## config.mk

```make
export PLATFORM = sky130hd
export DESIGN_NAME = prom_rd_ctrl
export DESIGN_NICKNAME = d
export VERILOG_FILES = /design/src/rtl/prom_rd_pkg.sv /design/src/rtl/prom_wait_cnt.sv /design/src/rtl/prom_rsp_buf.sv /design/src/rtl/prom_rd_fsm.sv /design/src/rtl/prom_rd_ctrl.sv
export SDC_FILE = /design/constraint.sdc
export NUM_CORES = 1
export LEC_CHECK = 0
export BUFFER_PORTS_ARGS = -buffer_cell sky130_fd_sc_hd__buf_2
export CAP_MARGIN = 20
export CELL_PAD_IN_SITES_DETAIL_PLACEMENT = 1
export CELL_PAD_IN_SITES_GLOBAL_PLACEMENT = 2
export CORE_UTILIZATION = 36
export DETAILED_ROUTE_END_ITERATION = 8
export PLACE_DENSITY_LB_ADDON = 0.1
export SETUP_SLACK_MARGIN = 0.02
export SLEW_MARGIN = 20
export SYNTH_ARGS = -nofsm -noshare
export SYNTH_HDL_FRONTEND = slang
export SYNTH_HIERARCHICAL = 1
export SYNTH_SLANG_ARGS = --single-unit
```

## constraint.sdc

```tcl
create_clock -name clk -period 4.8 [get_ports clk]
set_input_delay 0.96 -clock clk [delete_from_list [all_inputs] [get_ports clk]]
set_output_delay 0.96 -clock clk [all_outputs]
set_load 0.02 [all_outputs]
```

## src/rtl/prom_rd_pkg.sv

```systemverilog
package prom_rd_pkg;

  typedef enum logic [2:0] {
    ST_IDLE,
    ST_SWITCH,
    ST_LAUNCH,
    ST_ACCESS,
    ST_TURN
  } rd_state_e;

  // whole clock cycles needed to cover a delay, never less than one
  function automatic int unsigned cyc_ceil(input int unsigned t_ps, input int unsigned clk_ps);
    int unsigned r;
    r = (t_ps + clk_ps - 1) / clk_ps;
    return (r < 1) ? 1 : r;
  endfunction

endpackage

```

## src/rtl/prom_wait_cnt.sv

```systemverilog
module prom_wait_cnt #(
  parameter int W = 4
) (
  input  logic         clk,
  input  logic         rst_n,
  input  logic         load,
  input  logic [W-1:0] load_val,
  output logic         zero
);

  logic [W-1:0] cnt_q;

  always_ff @(posedge clk) begin
    if (!rst_n)              cnt_q <= '0;
    else if (load)           cnt_q <= load_val;
    else if (cnt_q != '0)    cnt_q <= cnt_q - 1'b1;
  end

  assign zero = (cnt_q == '0);

endmodule

```

## src/rtl/prom_rsp_buf.sv

```systemverilog
module prom_rsp_buf #(
  parameter int DATA_W = 16
) (
  input  logic              clk,
  input  logic              rst_n,
  input  logic              capture,
  input  logic              byte_sel,
  input  logic [DATA_W-1:0] d_in,
  input  logic              rsp_ready,
  output logic              rsp_valid,
  output logic [DATA_W-1:0] rsp_data
);

  localparam int LANE_W = DATA_W / 2;

  logic [DATA_W-1:0] lane_data;

  // byte mode: only the low lane carries data, the rest is floating
  always_comb begin
    lane_data = d_in;
    if (byte_sel) lane_data = {{(DATA_W-LANE_W){1'b0}}, d_in[LANE_W-1:0]};
  end

  always_ff @(posedge clk) begin
    if (!rst_n) begin
      rsp_valid <= 1'b0;
      rsp_data  <= '0;
    end else if (capture) begin
      rsp_valid <= 1'b1;
      rsp_data  <= lane_data;
    end else if (rsp_valid && rsp_ready) begin
      rsp_valid <= 1'b0;
    end
  end

endmodule

```

## src/rtl/prom_rd_fsm.sv

```systemverilog
module prom_rd_fsm
  import prom_rd_pkg::*;
#(
  parameter int          ADDR_W   = 23,
  parameter int          PH_W     = 3,
  parameter int unsigned ACC_CYC  = 5,
  parameter int unsigned TURN_CYC = 1
) (
  input  logic            clk,
  input  logic            rst_n,
  input  logic            req_valid,
  output logic            req_ready,
  input  logic [ADDR_W:0] req_addr,
  input  logic            req_byte,
  input  logic            rsp_busy,
  input  logic            ph_zero,
  input  logic            idle_zero,
  output logic            ph_load,
  output logic [PH_W-1:0] ph_val,
  output logic            idle_load,
  output logic            capture,
  output logic            byte_sel,
  output logic            rom_ce_n,
  output logic            rom_oe_n,
  output logic            rom_byte_n,
  output logic [ADDR_W-1:0] rom_a,
  output logic            rom_d15_o,
  output logic            rom_d15_oe
);

  localparam logic [PH_W-1:0] ACC_LD  = PH_W'(ACC_CYC - 1);
  localparam logic [PH_W-1:0] TURN_LD = PH_W'(TURN_CYC - 1);

  rd_state_e       state_q;
  logic [ADDR_W:0] pend_addr_q;
  logic            pend_byte_q;
  logic            accept;
  logic            width_change;

  assign req_ready    = (state_q == ST_IDLE) && !rsp_busy;
  assign accept       = req_valid && req_ready;
  assign width_change = (req_byte == rom_byte_n);
  assign byte_sel     = !rom_byte_n;

  always_comb begin
    ph_load   = 1'b0;
    ph_val    = '0;
    idle_load = 1'b0;
    capture   = 1'b0;
    case (state_q)
      ST_IDLE: if (accept) begin
        ph_load = 1'b1;
        ph_val  = width_change ? TURN_LD : ACC_LD;
      end
      ST_LAUNCH: begin
        ph_load = 1'b1;
        ph_val  = ACC_LD;
      end
      ST_ACCESS: if (ph_zero) begin
        capture = 1'b1;
        ph_load = 1'b1;
        ph_val  = TURN_LD;
      end
      ST_TURN: if (ph_zero) idle_load = 1'b1;
      default: ;
    endcase
  end

  always_ff @(posedge clk) begin
    if (!rst_n) begin
      state_q     <= ST_IDLE;
      rom_ce_n    <= 1'b1;
      rom_oe_n    <= 1'b1;
      rom_byte_n  <= 1'b1;
      rom_a       <= '0;
      rom_d15_o   <= 1'b0;
      rom_d15_oe  <= 1'b0;
      pend_addr_q <= '0;
      pend_byte_q <= 1'b0;
    end else begin
      case (state_q)
        ST_IDLE: begin
          if (accept) begin
            pend_addr_q <= req_addr;
            pend_byte_q <= req_byte;
            if (width_change) begin
              // park in standby so the width pin can move safely
              state_q    <= ST_SWITCH;
              rom_ce_n   <= 1'b1;
              rom_oe_n   <= 1'b1;
              rom_d15_oe <= 1'b0;
            end else begin
              state_q  <= ST_ACCESS;
              rom_ce_n <= 1'b0;
              rom_oe_n <= 1'b0;
              if (req_byte) begin
                rom_a     <= req_addr[ADDR_W:1];
                rom_d15_o <= req_addr[0];
              end else begin
                rom_a <= req_addr[ADDR_W-1:0];
              end
            end
          end else if (!rom_ce_n && idle_zero) begin
            rom_ce_n <= 1'b1;
          end
        end
        ST_SWITCH: if (ph_zero) begin
          rom_byte_n <= !pend_byte_q;
          rom_d15_oe <= pend_byte_q;
          state_q    <= ST_LAUNCH;
        end
        ST_LAUNCH: begin
          state_q  <= ST_ACCESS;
          rom_ce_n <= 1'b0;
          rom_oe_n <= 1'b0;
          if (pend_byte_q) begin
            rom_a     <= pend_addr_q[ADDR_W:1];
            rom_d15_o <= pend_addr_q[0];
          end else begin
            rom_a <= pend_addr_q[ADDR_W-1:0];
          end
        end
        ST_ACCESS: if (ph_zero) begin
          rom_oe_n <= 1'b1;
          state_q  <= ST_TURN;
        end
        ST_TURN: if (ph_zero) state_q <= ST_IDLE;
        default: state_q <= ST_IDLE;
      endcase
    end
  end

endmodule

```

## src/rtl/prom_rd_ctrl.sv

```systemverilog
module prom_rd_ctrl
  import prom_rd_pkg::*;
#(
  parameter int          ADDR_W     = 23,
  parameter int          DATA_W     = 16,
  parameter int unsigned CLK_PS     = 20000,
  parameter int unsigned T_ACC_PS   = 90000,
  parameter int unsigned T_FLOAT_PS = 20000,
  parameter int unsigned IDLE_CYC   = 16
) (
  input  logic              clk,
  input  logic              rst_n,
  input  logic              req_valid,
  output logic              req_ready,
  input  logic [ADDR_W:0]   req_addr,
  input  logic              req_byte,
  output logic              rsp_valid,
  input  logic              rsp_ready,
  output logic [DATA_W-1:0] rsp_data,
  output logic              rom_ce_n,
  output logic              rom_oe_n,
  output logic              rom_byte_n,
  output logic [ADDR_W-1:0] rom_a,
  input  logic [DATA_W-1:0] rom_d_i,
  output logic              rom_d15_o,
  output logic              rom_d15_oe
);

  localparam int unsigned ACC_CYC  = cyc_ceil(T_ACC_PS, CLK_PS);
  localparam int unsigned TURN_CYC = cyc_ceil(T_FLOAT_PS, CLK_PS);
  localparam int unsigned PH_MAX   = (ACC_CYC > TURN_CYC) ? ACC_CYC : TURN_CYC;
  localparam int          PH_W     = $clog2(PH_MAX + 1);
  localparam int unsigned IDLE_MIN = (IDLE_CYC < 1) ? 1 : IDLE_CYC;
  localparam int          IDLE_W   = $clog2(IDLE_MIN + 1);

  logic            ph_load, ph_zero, idle_load, idle_zero, capture, byte_sel;
  logic [PH_W-1:0] ph_val;

  prom_rd_fsm #(
    .ADDR_W  (ADDR_W),
    .PH_W    (PH_W),
    .ACC_CYC (ACC_CYC),
    .TURN_CYC(TURN_CYC)
  ) u_fsm (
    .clk       (clk),
    .rst_n     (rst_n),
    .req_valid (req_valid),
    .req_ready (req_ready),
    .req_addr  (req_addr),
    .req_byte  (req_byte),
    .rsp_busy  (rsp_valid),
    .ph_zero   (ph_zero),
    .idle_zero (idle_zero),
    .ph_load   (ph_load),
    .ph_val    (ph_val),
    .idle_load (idle_load),
    .capture   (capture),
    .byte_sel  (byte_sel),
    .rom_ce_n  (rom_ce_n),
    .rom_oe_n  (rom_oe_n),
    .rom_byte_n(rom_byte_n),
    .rom_a     (rom_a),
    .rom_d15_o (rom_d15_o),
    .rom_d15_oe(rom_d15_oe)
  );

  prom_wait_cnt #(.W(PH_W)) u_phase_cnt (
    .clk     (clk),
    .rst_n   (rst_n),
    .load    (ph_load),
    .load_val(ph_val),
    .zero    (ph_zero)
  );

  prom_wait_cnt #(.W(IDLE_W)) u_idle_cnt (
    .clk     (clk),
    .rst_n   (rst_n),
    .load    (idle_load),
    .load_val(IDLE_W'(IDLE_MIN - 1)),
    .zero    (idle_zero)
  );

  prom_rsp_buf #(.DATA_W(DATA_W)) u_rsp (
    .clk      (clk),
    .rst_n    (rst_n),
    .capture  (capture),
    .byte_sel (byte_sel),
    .d_in     (rom_d_i),
    .rsp_ready(rsp_ready),
    .rsp_valid(rsp_valid),
    .rsp_data (rsp_data)
  );

endmodule

```

==> results of run 1 <==
[flip-flops by register name, indices dropped and copies added, names as in the netlist]
| name | flops |
|---|---|
| u_fsm/state_q | 3 |
| u_idle_cnt/cnt_q | 5 |
| u_phase_cnt/cnt_q | 3 |
| u_fsm/rom_byte_n | 1 |
| u_fsm/pend_byte_q | 1 |
| u_fsm/rom_a | 23 |
| u_fsm/rom_d15_o | 1 |
| u_fsm/rom_d15_oe | 1 |
| u_fsm/pend_addr_q | 24 |
| u_rsp/rsp_data | 16 |
| u_fsm/rom_oe_n | 1 |
| u_rsp/rsp_valid | 1 |
| u_fsm/rom_ce_n | 1 |
[area by class of cell]
cell class	instances	area (um2)
Clock buffer	11	253
Inverter	14	52.6
Sequential cell	81	1620
Multi-Input combinational cell	343	2480
Tap cell	147	184
Fill cell	1405	6790
Clock inverter	3	65.1
Timing Repair Buffer	98	510
[power by group]
part | internal [mW] | switching [mW] | total [mW]
logic | 0.317 | 0.527 | 0.845
clock network | 0.477 | 0.269 | 0.746
registers | 0.790 | 0.113 | 0.902
total | 1.58 | 0.909 | 2.49
[cell families after synthesis]
group | after synthesis | synth area share
xor+xnor | 4 | 0.00795
fa+ha+maj | 3 | 0.00852
simple gates | 144 | 0.199
flops | 81 | 0.368
buf+inv | 70 | 0.0781
compound gates | 131 | 0.200
other cells | 3 | 0.00256
mux | 54 | 0.136
[stage by stage]
step	setup slack (ns)	area [um2]	utilization	power [mW]
floorplan	2.54	4420	-	1.55
global placement	1.68	4850	0.406	1.75
detailed placement	1.66	4850	0.406	1.77
CTS	1.60	5170	0.432	2.53
global route	1.50	5170	0.432	2.66
finish	1.65	5170	0.432	2.49
[worst min-delay path: cells and delay by family (launching register included)]
family | cells | cell delay [ns]
simple gates | 1 | 0.07
compound gates | 1 | 0.05
flops | 1 | 0.31
[layer usage]
| metal | share of wire | global-route usage | vias to the layer above |
|---|---|---|---|
| met4 | 0.016 | 0.0942 | 0 |
| met3 | 0.034 | 0.0313 | 16 |
| met5 | 0 | 0 | - |
| met2 | 0.47 | 0.344 | 87 |
| li1 | - | - | 1955 |
| met1 | 0.48 | 0.276 | 1933 |
[path summary, 6_finish.rpt]
kind,from,to,slack [ns],cells past startpoint
worst min register to register,u_rsp/rsp_data[9],u_rsp/rsp_data[9],0.47,2
worst max register to register,u_fsm/state_q[2],u_fsm/rom_d15_o,2.27,5
worst min-delay path,u_rsp/rsp_data[9],u_rsp/rsp_data[9],0.47,2
worst max-delay path,u_fsm/state_q[2],req_ready,1.65,3
[cell usage in the layout (no fill, tap or decap), drive strengths merged, types with 3 or more instances in the layout]
master / count
a311oi: 3
ha: 3
nand3: 54
dfxtp: 81
o311ai: 3
nand2: 16
nand3b: 8
a21oi: 27
inv: 13
buf: 98
o211ai: 24
xnor2: 3
nor3b: 5
nand4: 25
mux2i: 8
mux2: 46
o2111ai: 24
nor2b: 16
nor4b: 4
o21ai: 36
conb: 7
clkbuf: 11
==> metrics.cfg, run 1 <==
[layout]
drive_above_1_share=0.320
synthToLayoutAreaGrowth_pct=17.4
finalNonFillerCells=697
layout.nets=595
n_antenna_cell=0

[grt]
grt_usage=0.211
grt-ovfl-total=0
grt_pass1_wl_mm=21.2
antenna_found_initial=0
grt_max_degree=86
grt_pass1_vias=4048

[sta]
hold_violations=0
post-route-min-period_ns=3.15
whs_ns=0.469
rsz0062_at_grt=false
relSlewSlack=0.319
setup_viol=0
fmaxAchievable_mhz=317
fin_crit_sh=0.657
worst_slew_pin_slew_ns=1.02
tns_ns=0
skew_ns=0.00456
slew_viol_final=0

[placement]
io_buffer_count=90
gp_congestion=0.697
dp_cells=683
hpwlAfterDp_mm=8.09

[routing]
drt-pass1-iter-count=4
drt-initial-drc-count=189
ant_nets=0
vias_per_cell=5.73
finalWirelength_mm=12.7
wire_per_inst_um=18.3
num_vias=3991
drc=0

[cts]
cts_hold_buf=0
cts_root_buffer=clkbuf_16
clk_pin_slew_ns=0.06
cts_resized=0
clkSinkCount=81
worstSkewPairLatency_ns=0.34
cts_setup_buffers=0
cts_made_buffers=9
cts.path.max_buffers=2
cts_tree=built
htreeDepth=3

[floorplan]
core_area_mm2=0.0120
die_w_um=113
initial_utilization=0.368
dieArea_mm2=0.0127
ios=91
rows=40
die_h_um=113

[yosys]
netlist_top_cells_area=dfxtp_1 37%, mux2_2 12%, nand3_1 6.1%, o2111ai_1 4.8%, o211ai_1 4.1%
netlist_area_mm2=0.00441
yosysMostFrequentCell=dfxtp_1
synth_top_area_cell=dfxtp_1
async_flop_share=0
synth_commonest_cells=81 x dfxtp_1, 54 x nand3_1, 46 x mux2_2, 36 x clkbuf_1, 29 x o21ai_0
synth-seq-cells=81
netlist.area_leader.share=0.368
synth_seq_area_share=0.368
synth_edf_count=0
synth_ff_type=dfxtp_1
synth.avg_cell_area_um2=8.99
synth_warnings=6
syn-instance-count=490
synth_cell_type_count=62

[worst_setup_path]
crit_buf_inv=2
critical_path.cell_chain=or4_1 -> inv_2 -> buf_2
critPathMaxFanout=28
crit_arrival_ns=2.19
crit_slowest_cell=or4_1
slowest_delay_ns=1.01
crit_family=simple AND/OR/NAND/NOR gates
critPathCaptureType=primary output
crit_required_ns=3.84
crit_path_start_kind=register
critPathKind=reg -> out

[job]
drv_cap=0

[worst_hold_path]
hold_path_class=reg -> reg

[power_and_ir_drop]
power.density_mw_per_mm2=482
vdd_ir_drop_max_mv=0.234
leakage_nw=1.99

[outcome]
outcome=finished, final reports clean

Power figures use the tool's default switching activity.
==> run 2, diff against run 1 <==
- CORE_UTILIZATION: 36 -> 30
- clock period: 4.8 -> 2.9 ns (I/O delays scaled with it)
==> run 2 against run 1 <==
Combinational power rose by 78%. Sequential share of layout area shrank 0.59 points. Global-route usage fell by 1.9 points. Cell area rose by 1.8%. Critical path type unchanged. Critical endpoint unchanged. Largest power group is now combinational logic.
==> metrics.cfg, run 2 (synthesized netlist as in run 1, its figures left out) <==
[placement]
hpwlAfterDp_mm=9.27  ; +15%
io_buffer_count=90  ; unchanged
place_ws_ns=0.459  ; -1.20 ns
gp_congestion=0.712  ; +2.2%
placed_area_mm2=0.00500  ; +3.0%
dp_cells=728  ; +6.6%

[cts]
htreeDepth=3  ; unchanged
cts_root_buffer=clkbuf_16
cts_made_buffers=9  ; unchanged
cts_hold_buf=0  ; unchanged
cts_setup_buffers=0  ; unchanged
clk_pin_slew_ns=0.06  ; about the same
cts_resized=0  ; unchanged
clkSinkCount=81  ; unchanged
cts.path.max_buffers=2  ; unchanged
worstSkewPairLatency_ns=0.34  ; about the same
cts_tree=built

[job]
drv_cap=0  ; unchanged

[power_and_ir_drop]
power_frac_seq=0.365  ; +0.003
vdd_ir_drop_max_mv=0.458  ; +96%
p_total_mw=4.07  ; +63%
power.internal_mw=2.51  ; +58%
net-switching-power_mw=1.57  ; +73%
leakage_nw=2.02  ; +2.0%
combinationalPowerShare=0.367  ; +0.028
clkPwrFrac=0.268  ; -0.031
sw_frac_of_total=0.385  ; +0.0204
power.density_mw_per_mm2=774  ; +60%

[layout]
n_antenna_cell=0  ; unchanged
finalNonFillerCells=741  ; +6.3%
mostFrequentLayoutCell=buf_2
top_regs=u_fsm/pend_addr_q (24), u_fsm/rom_a (23), u_rsp/rsp_data (16)
top_register=u_fsm/pend_addr_q
layout.nets=607  ; +2.0%
synthToLayoutAreaGrowth_pct=19.5
largest_register_ffs=24  ; unchanged
nFillCells=1685  ; +20%
final_core_util=0.374  ; -0.0587
drive_above_1_share=0.330  ; +0.00977
stdcell_area_mm2=0.00527  ; +1.8%
layout_common_cells=90 x buf_2, 81 x dfxtp_1, 54 x nand3_1, 46 x mux2_2, 29 x o21ai_0

[sta]
hold_violations=0  ; unchanged
whs_ns=0.470  ; +0.000839 ns
slew_viol_final=0  ; unchanged
fmaxAchievable_mhz=399
tns_ns=0  ; unchanged
setup_viol=0  ; unchanged
post-route-min-period_ns=2.51
skew_ns=0.00732  ; +0.00276 ns
rsz0062_at_grt=false
relSlewSlack=0.303  ; -0.0155
post-route-worst-setup-slack_ns=0.393  ; -1.25 ns
worst_slew_pin_slew_ns=1.05  ; +0.0233 ns
fin_crit_sh=0.865

[worst_setup_path]
critPathCaptureType=primary output
critPathKind=reg -> out
crit_slowest_cell=or4_1
crit_arrival_ns=1.93  ; -0.26 ns
slowest_delay_ns=0.63  ; -0.38 ns
crit_required_ns=2.32  ; -1.52 ns
critical_path.cell_chain=or4_1 -> inv_2 -> buf_2
critPathMaxFanout=14  ; -50%
reg2reg_slack_ns=0.60  ; -1.67 ns
crit_path_start_kind=register

[floorplan]
ios=91  ; unchanged
initial_utilization=0.313  ; -0.0558
die_w_um=123  ; +9.4%
die_h_um=123  ; +9.4%
dieArea_mm2=0.0152  ; +20%
core_area_mm2=0.0141  ; +18%
rows=43  ; +7.5%

[grt]
grt-ovfl-total=0  ; unchanged
grt_usage=0.192  ; -0.0190
grt_max_degree=49  ; -43%
grt_pass1_wl_mm=22.3  ; +5.2%
grt_pass1_vias=4121  ; +1.8%
antenna_found_initial=0  ; unchanged

[routing]
finalWirelength_mm=14.0  ; +9.8%
wire_per_inst_um=18.9  ; +3.3%
drt-initial-drc-count=177  ; -6.3%
drt-pass1-iter-count=4  ; unchanged
ant_nets=0  ; unchanged
vias_per_cell=5.51  ; -3.8%
num_vias=4080  ; +2.2%
drc=0  ; unchanged

[worst_hold_path]
hold_path_class=reg -> reg

[outcome]
outcome=finished, final reports clean

run 2: cell count changes in the layout (fill, tap and decap cells not counted), sizes merged:
cell | previous run | this run
clkinv | 2 | 1
bufinv | 2 | 0
buf | 98 | 110
clkbuf | 11 | 13
run 2: critical path, delay by kind of cell, from the launching register on:
kind / cells / cell delay, ns
and+or+nand+nor: 1 / 0.63
buffers and inverters: 2 / 0.50
DFF: 1 / 0.45
run 2: final timing paths:
path,start,end,depth (start not counted)
setup / recovery,u_fsm/state_q[2],req_ready,3
hold reg to reg,u_rsp/rsp_data[14],u_rsp/rsp_data[14],2
hold / removal,u_rsp/rsp_data[14],u_rsp/rsp_data[14],2
setup reg to reg,u_fsm/state_q[0],u_phase_cnt/cnt_q[2],4
run 2: layout make-up:
type	instances	area, um2	share of cell area
flip-flops and latches	81	1620	0.308
repair buffers	110	613	0.116
clock buffers	13	270	0.0513
well taps	180	225	0.0428
multi-input cells	343	2480	0.472
inverters	14	52.6	0.00998
run 2: routing by layer:
metal	part of all wire	track usage
met1	0.49	0.251
met2	0.47	0.320
met3	0.033	0.0387
met4	0.0065	0.0512
met5	0	0
run 2: power by group through the flow:
stage	sequential [mW]	clock, mW	combinational, mW
CTS	1.49	1.13	1.51
floorplan	1.53	0	1.03
detailed placement	1.51	0	1.51
finish	1.49	1.09	1.50
global route	1.52	1.17	1.65
global placement	1.50	0	1.48
